## config.mk

```make
export PLATFORM = sky130hd
export DESIGN_NAME = dma_chain_chan
export DESIGN_NICKNAME = d
export VERILOG_FILES = /design/src/rtl/dma_chan_pkg.sv /design/src/rtl/dma_burst_calc.sv /design/src/rtl/dma_elem_buf.sv /design/src/rtl/dma_desc_addr.sv /design/src/rtl/dma_chain_chan.sv
export SDC_FILE = /design/constraint.sdc
export NUM_CORES = 2
export LEC_CHECK = 0
export BUFFER_PORTS_ARGS = -buffer_cell sky130_fd_sc_hd__buf_4
export CORE_MARGIN = 3
export CORE_UTILIZATION = 40
export CTS_CLUSTER_DIAMETER = 50
export DETAILED_ROUTE_END_ITERATION = 10
export PLACE_DENSITY = 0.57
export SETUP_SLACK_MARGIN = 0.2
export SKIP_CTS_REPAIR_TIMING = 1
export SYNTH_ARGS = -nofsm -noshare
export SYNTH_HDL_FRONTEND = slang
export SYNTH_SLANG_ARGS = --single-unit
```

## constraint.sdc

```tcl
create_clock -name clk_i -period 4.33 [get_ports clk_i]
set_input_delay 0.6495 -clock clk_i [delete_from_list [all_inputs] [get_ports clk_i]]
set_output_delay 0.6495 -clock clk_i [all_outputs]
set_load 0.03 [all_outputs]
```

## src/rtl/dma_chan_pkg.sv

```systemverilog
package dma_chan_pkg;
  localparam int unsigned WORD_W = 32;
  localparam int unsigned LEN_W  = 13;

  localparam int unsigned NXT_STOP   = 0;
  localparam int unsigned NXT_BRANCH = 1;

  typedef enum logic [2:0] {
    S_IDLE, S_FETCH, S_WAIT, S_RD, S_WR, S_POST, S_ENDCHK
  } chan_state_e;

  typedef struct packed {
    logic             inc_src;
    logic             inc_dst;
    logic             flow_src;
    logic             flow_dst;
    logic             start_ev;
    logic             end_ev;
    logic [1:0]       bcode;
    logic [1:0]       wcode;
    logic [LEN_W-1:0] len;
  } cmd_t;

  function automatic cmd_t unpack_cmd(input logic [WORD_W-1:0] w);
    cmd_t c;
    c.inc_src  = w[31];
    c.inc_dst  = w[30];
    c.flow_src = w[29];
    c.flow_dst = w[28];
    c.start_ev = w[22];
    c.end_ev   = w[21];
    c.bcode    = w[17:16];
    c.wcode    = w[15:14];
    c.len      = w[LEN_W-1:0];
    return c;
  endfunction

  // width code -> log2 bytes; code 0 falls back to bytes
  function automatic logic [1:0] width_log(input logic [1:0] code);
    case (code)
      2'd2:    return 2'd1;
      2'd3:    return 2'd2;
      default: return 2'd0;
    endcase
  endfunction
endpackage

```

## src/rtl/dma_burst_calc.sv

```systemverilog
module dma_burst_calc
  import dma_chan_pkg::*;
#(
  parameter int unsigned MAX_BURST = 32,
  localparam int unsigned CNT_W = $clog2(MAX_BURST) + 1
) (
  input  logic [LEN_W-1:0] len_i,
  input  logic [1:0]       wcode_i,
  input  logic [1:0]       bcode_i,
  output logic [1:0]       wlog_o,
  output logic [2:0]       wbytes_o,
  output logic [CNT_W-1:0] n_elem_o,
  output logic [LEN_W-1:0] len_next_o
);
  logic [LEN_W-1:0] burst_b, chunk;
  logic [CNT_W:0]   rounded;

  always_comb begin
    wlog_o     = width_log(wcode_i);
    wbytes_o   = 3'd1 << wlog_o;
    burst_b    = LEN_W'(4) << bcode_i;
    chunk      = (len_i < burst_b) ? len_i : burst_b;
    len_next_o = len_i - chunk;
    rounded    = {1'b0, chunk[CNT_W-1:0]} + (CNT_W+1)'(wbytes_o - 3'd1);
    n_elem_o   = CNT_W'(rounded >> wlog_o);
  end
endmodule

```

## src/rtl/dma_elem_buf.sv

```systemverilog
module dma_elem_buf #(
  parameter int unsigned DEPTH = 32,
  parameter int unsigned W     = 32,
  localparam int unsigned IW   = $clog2(DEPTH)
) (
  input  logic          clk_i,
  input  logic          we_i,
  input  logic [IW-1:0] waddr_i,
  input  logic [W-1:0]  wdata_i,
  input  logic [IW-1:0] raddr_i,
  output logic [W-1:0]  rdata_o
);
  logic [W-1:0] slot [DEPTH];

  for (genvar g = 0; g < DEPTH; g++) begin : g_slot
    always_ff @(posedge clk_i) begin
      if (we_i && (waddr_i == IW'(g))) slot[g] <= wdata_i;
    end
  end

  assign rdata_o = slot[raddr_i];
endmodule

```

## src/rtl/dma_desc_addr.sv

```systemverilog
module dma_desc_addr
  import dma_chan_pkg::*;
(
  input  logic [WORD_W-1:0] ptr_i,
  input  logic              cmp_i,
  output logic [WORD_W-1:0] base_o
);
  logic [WORD_W-1:0] aligned;
  assign aligned = {ptr_i[WORD_W-1:4], 4'h0};
  assign base_o  = aligned + ((ptr_i[NXT_BRANCH] && cmp_i) ? WORD_W'(32) : WORD_W'(0));
endmodule

```

## src/rtl/dma_chain_chan.sv

```systemverilog
module dma_chain_chan
  import dma_chan_pkg::*;
#(
  parameter int unsigned MAX_BURST = 32,
  localparam int unsigned CNT_W = $clog2(MAX_BURST) + 1,
  localparam int unsigned IW    = $clog2(MAX_BURST)
) (
  input  logic              clk_i,
  input  logic              rst_ni,
  input  logic              start_i,
  input  logic [WORD_W-1:0] desc_ptr_i,
  input  logic              nofetch_i,
  input  logic              eor_stop_en_i,
  input  logic              eor_jump_en_i,
  input  logic              cmp_st_i,
  input  logic [WORD_W-1:0] ld_src_i,
  input  logic [WORD_W-1:0] ld_dst_i,
  input  logic [WORD_W-1:0] ld_cmd_i,
  input  logic              req_i,
  output logic              mem_req_o,
  output logic              mem_we_o,
  output logic [WORD_W-1:0] mem_addr_o,
  output logic [1:0]        mem_size_o,
  output logic [WORD_W-1:0] mem_wdata_o,
  input  logic [WORD_W-1:0] mem_rdata_i,
  input  logic              mem_ack_i,
  output logic              run_o,
  output logic              stopped_o,
  output logic              start_evt_o,
  output logic              end_evt_o,
  output logic              eor_evt_o
);
  chan_state_e       state_q;
  logic [WORD_W-1:0] next_q, src_q, dst_q, fbase_q;
  cmd_t              cmd_q, rd_cmd;
  logic [1:0]        fbeat_q;
  logic [CNT_W-1:0]  idx_q, n_elem_q;
  logic              nofetch_q, eor_stop_q, eor_jump_q, cmp_q;
  logic              start_evt_q, end_evt_q, eor_evt_q;

  logic [1:0]        wlog;
  logic [2:0]        wbytes;
  logic [CNT_W-1:0]  n_elem;
  logic [LEN_W-1:0]  len_next;
  logic [WORD_W-1:0] ptr_sel, desc_base, buf_rdata, rd_masked, src_step, dst_step;
  logic              cmp_sel, flow, req_block, last_elem;

  dma_burst_calc #(.MAX_BURST(MAX_BURST)) u_calc (
    .len_i(cmd_q.len), .wcode_i(cmd_q.wcode), .bcode_i(cmd_q.bcode),
    .wlog_o(wlog), .wbytes_o(wbytes), .n_elem_o(n_elem), .len_next_o(len_next)
  );

  assign ptr_sel = (state_q == S_IDLE) ? desc_ptr_i : next_q;
  assign cmp_sel = (state_q == S_IDLE) ? cmp_st_i : cmp_q;

  dma_desc_addr u_daddr (.ptr_i(ptr_sel), .cmp_i(cmp_sel), .base_o(desc_base));

  always_comb begin
    case (wlog)
      2'd0:    rd_masked = {24'h0, mem_rdata_i[7:0]};
      2'd1:    rd_masked = {16'h0, mem_rdata_i[15:0]};
      default: rd_masked = mem_rdata_i;
    endcase
  end

  dma_elem_buf #(.DEPTH(MAX_BURST), .W(WORD_W)) u_buf (
    .clk_i(clk_i), .we_i(state_q == S_RD && mem_ack_i), .waddr_i(idx_q[IW-1:0]),
    .wdata_i(rd_masked), .raddr_i(idx_q[IW-1:0]), .rdata_o(buf_rdata)
  );

  assign rd_cmd    = unpack_cmd(mem_rdata_i);
  assign flow      = cmd_q.flow_src | cmd_q.flow_dst;
  assign req_block = flow && !req_i;
  assign last_elem = (idx_q == n_elem_q - CNT_W'(1));
  assign src_step  = cmd_q.inc_src ? WORD_W'(wbytes) : '0;
  assign dst_step  = cmd_q.inc_dst ? WORD_W'(wbytes) : '0;

  always_ff @(posedge clk_i or negedge rst_ni) begin
    if (!rst_ni) begin
      state_q     <= S_IDLE;
      next_q      <= '0;
      src_q       <= '0;
      dst_q       <= '0;
      fbase_q     <= '0;
      cmd_q       <= '0;
      fbeat_q     <= '0;
      idx_q       <= '0;
      n_elem_q    <= '0;
      nofetch_q   <= 1'b0;
      eor_stop_q  <= 1'b0;
      eor_jump_q  <= 1'b0;
      cmp_q       <= 1'b0;
      start_evt_q <= 1'b0;
      end_evt_q   <= 1'b0;
      eor_evt_q   <= 1'b0;
    end else begin
      case (state_q)
        S_IDLE: if (start_i) begin
          nofetch_q   <= nofetch_i;
          eor_stop_q  <= eor_stop_en_i;
          eor_jump_q  <= eor_jump_en_i;
          cmp_q       <= cmp_st_i;
          start_evt_q <= 1'b0;
          end_evt_q   <= 1'b0;
          eor_evt_q   <= 1'b0;
          next_q      <= desc_ptr_i;
          if (nofetch_i) begin
            src_q   <= ld_src_i;
            dst_q   <= ld_dst_i;
            cmd_q   <= unpack_cmd(ld_cmd_i);
            state_q <= S_WAIT;
          end else begin
            fbase_q <= desc_base;
            fbeat_q <= '0;
            state_q <= S_FETCH;
          end
        end
        S_FETCH: if (mem_ack_i) begin
          fbeat_q <= fbeat_q + 2'd1;
          case (fbeat_q)
            2'd0: next_q <= mem_rdata_i;
            2'd1: src_q  <= mem_rdata_i;
            2'd2: dst_q  <= mem_rdata_i;
            default: begin
              cmd_q <= rd_cmd;
              if (rd_cmd.flow_src) src_q <= {src_q[WORD_W-1:2], 2'b00};
              if (rd_cmd.flow_dst) dst_q <= {dst_q[WORD_W-1:2], 2'b00};
              if (rd_cmd.start_ev) start_evt_q <= 1'b1;
              state_q <= S_WAIT;
            end
          endcase
        end
        S_WAIT: begin
          if (cmd_q.len == '0) state_q <= S_ENDCHK;
          else if (!req_block) begin
            cmd_q.len <= len_next;
            n_elem_q  <= n_elem;
            idx_q     <= '0;
            state_q   <= S_RD;
          end
        end
        S_RD: if (mem_ack_i) begin
          src_q <= src_q + src_step;
          if (last_elem) begin
            idx_q   <= '0;
            state_q <= S_WR;
          end else idx_q <= idx_q + CNT_W'(1);
        end
        S_WR: if (mem_ack_i) begin
          dst_q <= dst_q + dst_step;
          if (last_elem) state_q <= S_POST;
          else idx_q <= idx_q + CNT_W'(1);
        end
        S_POST: begin
          state_q <= S_ENDCHK;
          if (req_block) begin
            eor_evt_q <= 1'b1;
            if (eor_stop_q) state_q <= S_IDLE;
            else if (eor_jump_q && !nofetch_q) begin
              fbase_q <= desc_base;
              fbeat_q <= '0;
              state_q <= S_FETCH;
            end
          end
        end
        S_ENDCHK: begin
          if (cmd_q.len != '0) state_q <= S_WAIT;
          else begin
            if (cmd_q.end_ev) end_evt_q <= 1'b1;
            if (nofetch_q || next_q[NXT_STOP] || eor_stop_q) state_q <= S_IDLE;
            else begin
              fbase_q <= desc_base;
              fbeat_q <= '0;
              state_q <= S_FETCH;
            end
          end
        end
        default: state_q <= S_IDLE;
      endcase
    end
  end

  always_comb begin
    mem_req_o   = (state_q == S_FETCH) || (state_q == S_RD) || (state_q == S_WR);
    mem_we_o    = (state_q == S_WR);
    mem_size_o  = (state_q == S_FETCH) ? 2'd2 : wlog;
    mem_wdata_o = (state_q == S_WR) ? buf_rdata : '0;
    case (state_q)
      S_FETCH: mem_addr_o = fbase_q + {28'h0, fbeat_q, 2'b00};
      S_RD:    mem_addr_o = src_q;
      S_WR:    mem_addr_o = dst_q;
      default: mem_addr_o = '0;
    endcase
  end

  assign run_o       = (state_q != S_IDLE);
  assign stopped_o   = (state_q == S_IDLE);
  assign start_evt_o = start_evt_q;
  assign end_evt_o   = end_evt_q;
  assign eor_evt_o   = eor_evt_q;

  // an access holds its address until acknowledged
  a_r2_hold_addr: assert property (@(posedge clk_i) disable iff (!rst_ni)
    (mem_req_o && !mem_ack_i) |=> (mem_req_o && $stable(mem_addr_o)));

  // the count is updated only between bursts
  a_r4_len_hold: assert property (@(posedge clk_i) disable iff (!rst_ni)
    (state_q == S_RD && $past(state_q) == S_RD) |-> $stable(cmd_q.len));

  // a fixed source stays put across element reads
  a_r5_fixed_src: assert property (@(posedge clk_i) disable iff (!rst_ni)
    (state_q == S_RD && mem_ack_i && !cmd_q.inc_src) |=> $stable(src_q));

  // a flow-controlled burst does not start without a request
  a_r6_wait_req: assert property (@(posedge clk_i) disable iff (!rst_ni)
    (state_q == S_WAIT && cmd_q.len != '0 && flow && !req_i) |=> (state_q == S_WAIT));

  // the end event rises only with an exhausted count
  a_r7_end_zero: assert property (@(posedge clk_i) disable iff (!rst_ni)
    $rose(end_evt_o) |-> (cmd_q.len == '0));

  // end-of-receive rises only under flow control
  a_r9_eor_flow: assert property (@(posedge clk_i) disable iff (!rst_ni)
    $rose(eor_evt_o) |-> (cmd_q.flow_src || cmd_q.flow_dst));
endmodule

```

==> flow_summary.json <==
{
  "ys_seq_area_frac": 0.6774,
  "boundaryPins": 242,
  "peakVddDrop_v": 0.0004894,
  "max_cap_viol_count": 0,
  "r2r_setup_slack_ns": 0.50,
  "drt_iter0_drc": 4099,
  "cts_buffer_depth": 3,
  "layout-drive-gt1-share": 0.2722,
  "synth-edff-count": 1024,
  "powerDensity_nw_per_um2": 619.8,
  "drc_errors": 0,
  "antenna_found_initial": 2,
  "gp_congestion": 0.8879,
  "die-area_um2": 133300,
  "insertion_delay_ns": 0.75,
  "final_area_um2": 60740,
  "routed_wirelength_um": 151400,
  "clock_sinks": 1192,
  "worstPathMaxFanout": 35,
  "postPlaceCellArea_um2": 56100,
  "max_slew_margin": 0.1747,
  "firstDrtPassIters": 7,
  "wire_per_inst_um": 28.86,
  "layout_common_cells": "edfxtp_1 (1024), mux4_2 (320), buf_4 (312), nand2_1 (278), dfrtp_1 (163)",
  "synth_ff_type": "edfxtp_1",
  "ys_warn_count": 0,
  "outcome": "finished clean",
  "drt.antenna.violating_nets": 0,
  "synthCells": 3151,
  "yosysUniqueCellTypes": 88,
  "die_x_um": 365.2,
  "finalSetupViolCount": 0,
  "slew_viol_final": 0,
  "p_leak_nw": 20.78,
  "reg2reg_depth": 13,
  "portBuffers": 229,
  "end_kind": "output pin",
  "area_growth_syn_to_layout_pct": 17.71,
  "nNetsFinal": 3672,
  "die_y_um": 365.2,
  "cts_tree": "done",
  "min_period_ns": 4.054,
  "mostFrequentLayoutCell": "edfxtp_1",
  "arrival_ns": 3.40,
  "fmax_mhz": 246.7,
  "grt_pass1_vias": 30570,
  "ys_ff_latch": 1192,
  "fillers": 10930,
  "clk_pin_slew_ns": 0.06,
  "core_um2": 127800,
  "async_flop_share": 0.1409,
  "row_count": 131,
  "rsz0062_at_grt": "true",
  "fin_crit_sh": 0.9363,
  "syn_area_um2": 51600,
  "overflow": 0,
  "grt_pass1_wl_um": 217700,
  "start_util": 0.4036,
  "min_delay_path_depth": 2,
  "hold_viol_final": 0,
  "vias": 31210,
  "hpwlAfterDp_um": 92430,
  "grt_max_degree": 80,
  "path_class": "reg2out",
  "start_kind": "flip-flop",
  "routed_via_density": 5.950,
  "root_buffer": "clkbuf_16",
  "final.setup_skew_ns": 0.02618,
  "h-tree-depth": 4,
  "worst_slew_pin_slew_ns": 1.238,
  "track_usage": 0.2261,
  "numCtsBuffers": 141,
  "hold_path.class": "in2reg",
  "crit_required_ns": 3.68,
  "avgSynthCellArea_um2": 16.38,
  "tns_ns": 0
}
==> worst paths after layout <==
path,start,end
max,idx_q[0],mem_wdata_o[5]
min,start_i,start_evt_o
max reg2reg,cmd_q[11],cmd_q[10]
min reg2reg,fbase_q[17],fbase_q[17]
max in group asynchronous,rst_ni,cmd_q[4]
min in group asynchronous,rst_ni,dst_q[27]
==> Yosys cell counts (17+ instances only) <==
master | number | area share
buf_2 | 34 | 0.0033
nand3_1 | 35 | 0.0034
and3_1 | 38 | 0.0046
a31oi_1 | 45 | 0.0055
buf_1 | 23 | 0.0017
mux2i_1 | 54 | 0.010
nor2_1 | 138 | 0.010
o21ai_0 | 160 | 0.016
nand4_1 | 20 | 0.0024
and2_1 | 54 | 0.0065
xor2_1 | 33 | 0.0056
inv_1 | 47 | 0.0034
o31ai_1 | 17 | 0.0025
ha_1 | 34 | 0.0082
dfrtp_1 | 168 | 0.081
nand2_1 | 278 | 0.020
a21oi_1 | 126 | 0.012
edfxtp_1 | 1024 | 0.60
nor3_1 | 40 | 0.0039
clkbuf_1 | 127 | 0.0092
nor4_1 | 20 | 0.0024
mux4_2 | 320 | 0.14
xnor2_1 | 25 | 0.0042
a221oi_1 | 27 | 0.0046
==> flip-flops by register name (all words and copies together), names as in the netlist <==
register,count
u_buf.slot,1024
fbeat_q,2
eor_stop_q,1
eor_jump_q,1
state_q,3
n_elem_q,6
nofetch_q,1
start_evt_o,1
cmp_q,1
end_evt_o,1
dst_q,32
idx_q,6
next_q,30
fbase_q,28
cmd_q,22
src_q,32
eor_evt_o,1
==> stage by stage <==
| stage | util | cells | worst slack [ns] | total power [mW] | hold WS [ns] |
|---|---|---|---|---|---|
| 6_report | 0.4751 | 5246 | 0.2758 | 37.64 | 0.1235 |
| 3_5_place_dp | 0.4388 | 4976 | 0.5737 | 26.35 | 0.4846 |
| 5_1_grt | 0.4751 | 5245 | 0.1964 | 39.47 | 0.1052 |
| 3_3_place_gp | 0.4388 | 4976 | 0.5637 | 26.25 | 0.4661 |
| 4_1_cts | 0.4734 | 5235 | -0.007071 | 37.68 | -0.03549 |
| 2_1_floorplan | - | 3155 | 0.7495 | 22.78 | 0.3539 |
==> critical path, stage by stage (launching register included) <==
cell and delay [ns]:
dfrtp_4 0.51, buf_12 0.16, buf_16 0.26, mux4_2 0.55, mux4_2 0.51, nand2_1 0.09
a21oi_1 0.24, buf_4 0.27
==> kinds of logic (layout without fill, tap and decap cells) <==
kind of cell	Yosys count	in the layout	share of synthesized area
DFF	1192	1192	0.6774
and+or+nand+nor	694	695	0.06431
AOI/OAI and AO/OA	538	538	0.06634
muxes	389	389	0.1534
buffers and inverters	242	668	0.01923
xor gates and xnor gates	58	58	0.009845
adders and majority gates	37	37	0.009408
other	1	7	0.00007267
==> power breakdown <==
| group | switching [mW] | total [mW] | internal [mW] | leakage (nW) |
|---|---|---|---|---|
| combinational | 6.66 | 11.4 | 4.71 | 7.29 |
| sequential | 0.982 | 15.0 | 14.0 | 11.3 |
| clock | 4.82 | 11.3 | 6.48 | 2.15 |
| total | 12.5 | 37.6 | 25.2 | 20.8 |
==> layer usage <==
metal  part of all wire  vias to the layer above  wire [µm]  GRT usage
li1                   -                    13260          -          -
met1               0.44                    16290      66160     0.3350
met5                  0                        -          0          0
met3              0.070                      279      10670    0.03969
met2               0.46                     1386      69300     0.3353
met4              0.035                        0       5262    0.08440
==> layout make-up <==
| cell class | count | area [µm²] | share of cell area |
|---|---|---|---|
| diodes | 2 | 5.005 | 0.00008240 |
| clock buffers | 175 | 3719 | 0.06122 |
| clock inverters | 84 | 709.4 | 0.01168 |
| inverters | 50 | 217.7 | 0.003584 |
| multi-input cells | 1722 | 15780 | 0.2598 |
| flip-flops and latches | 1192 | 34970 | 0.5758 |
| well taps | 1662 | 2079 | 0.03424 |
| repair buffers | 359 | 3257 | 0.05362 |
Note: power is estimated with default switching activity, not from simulation.
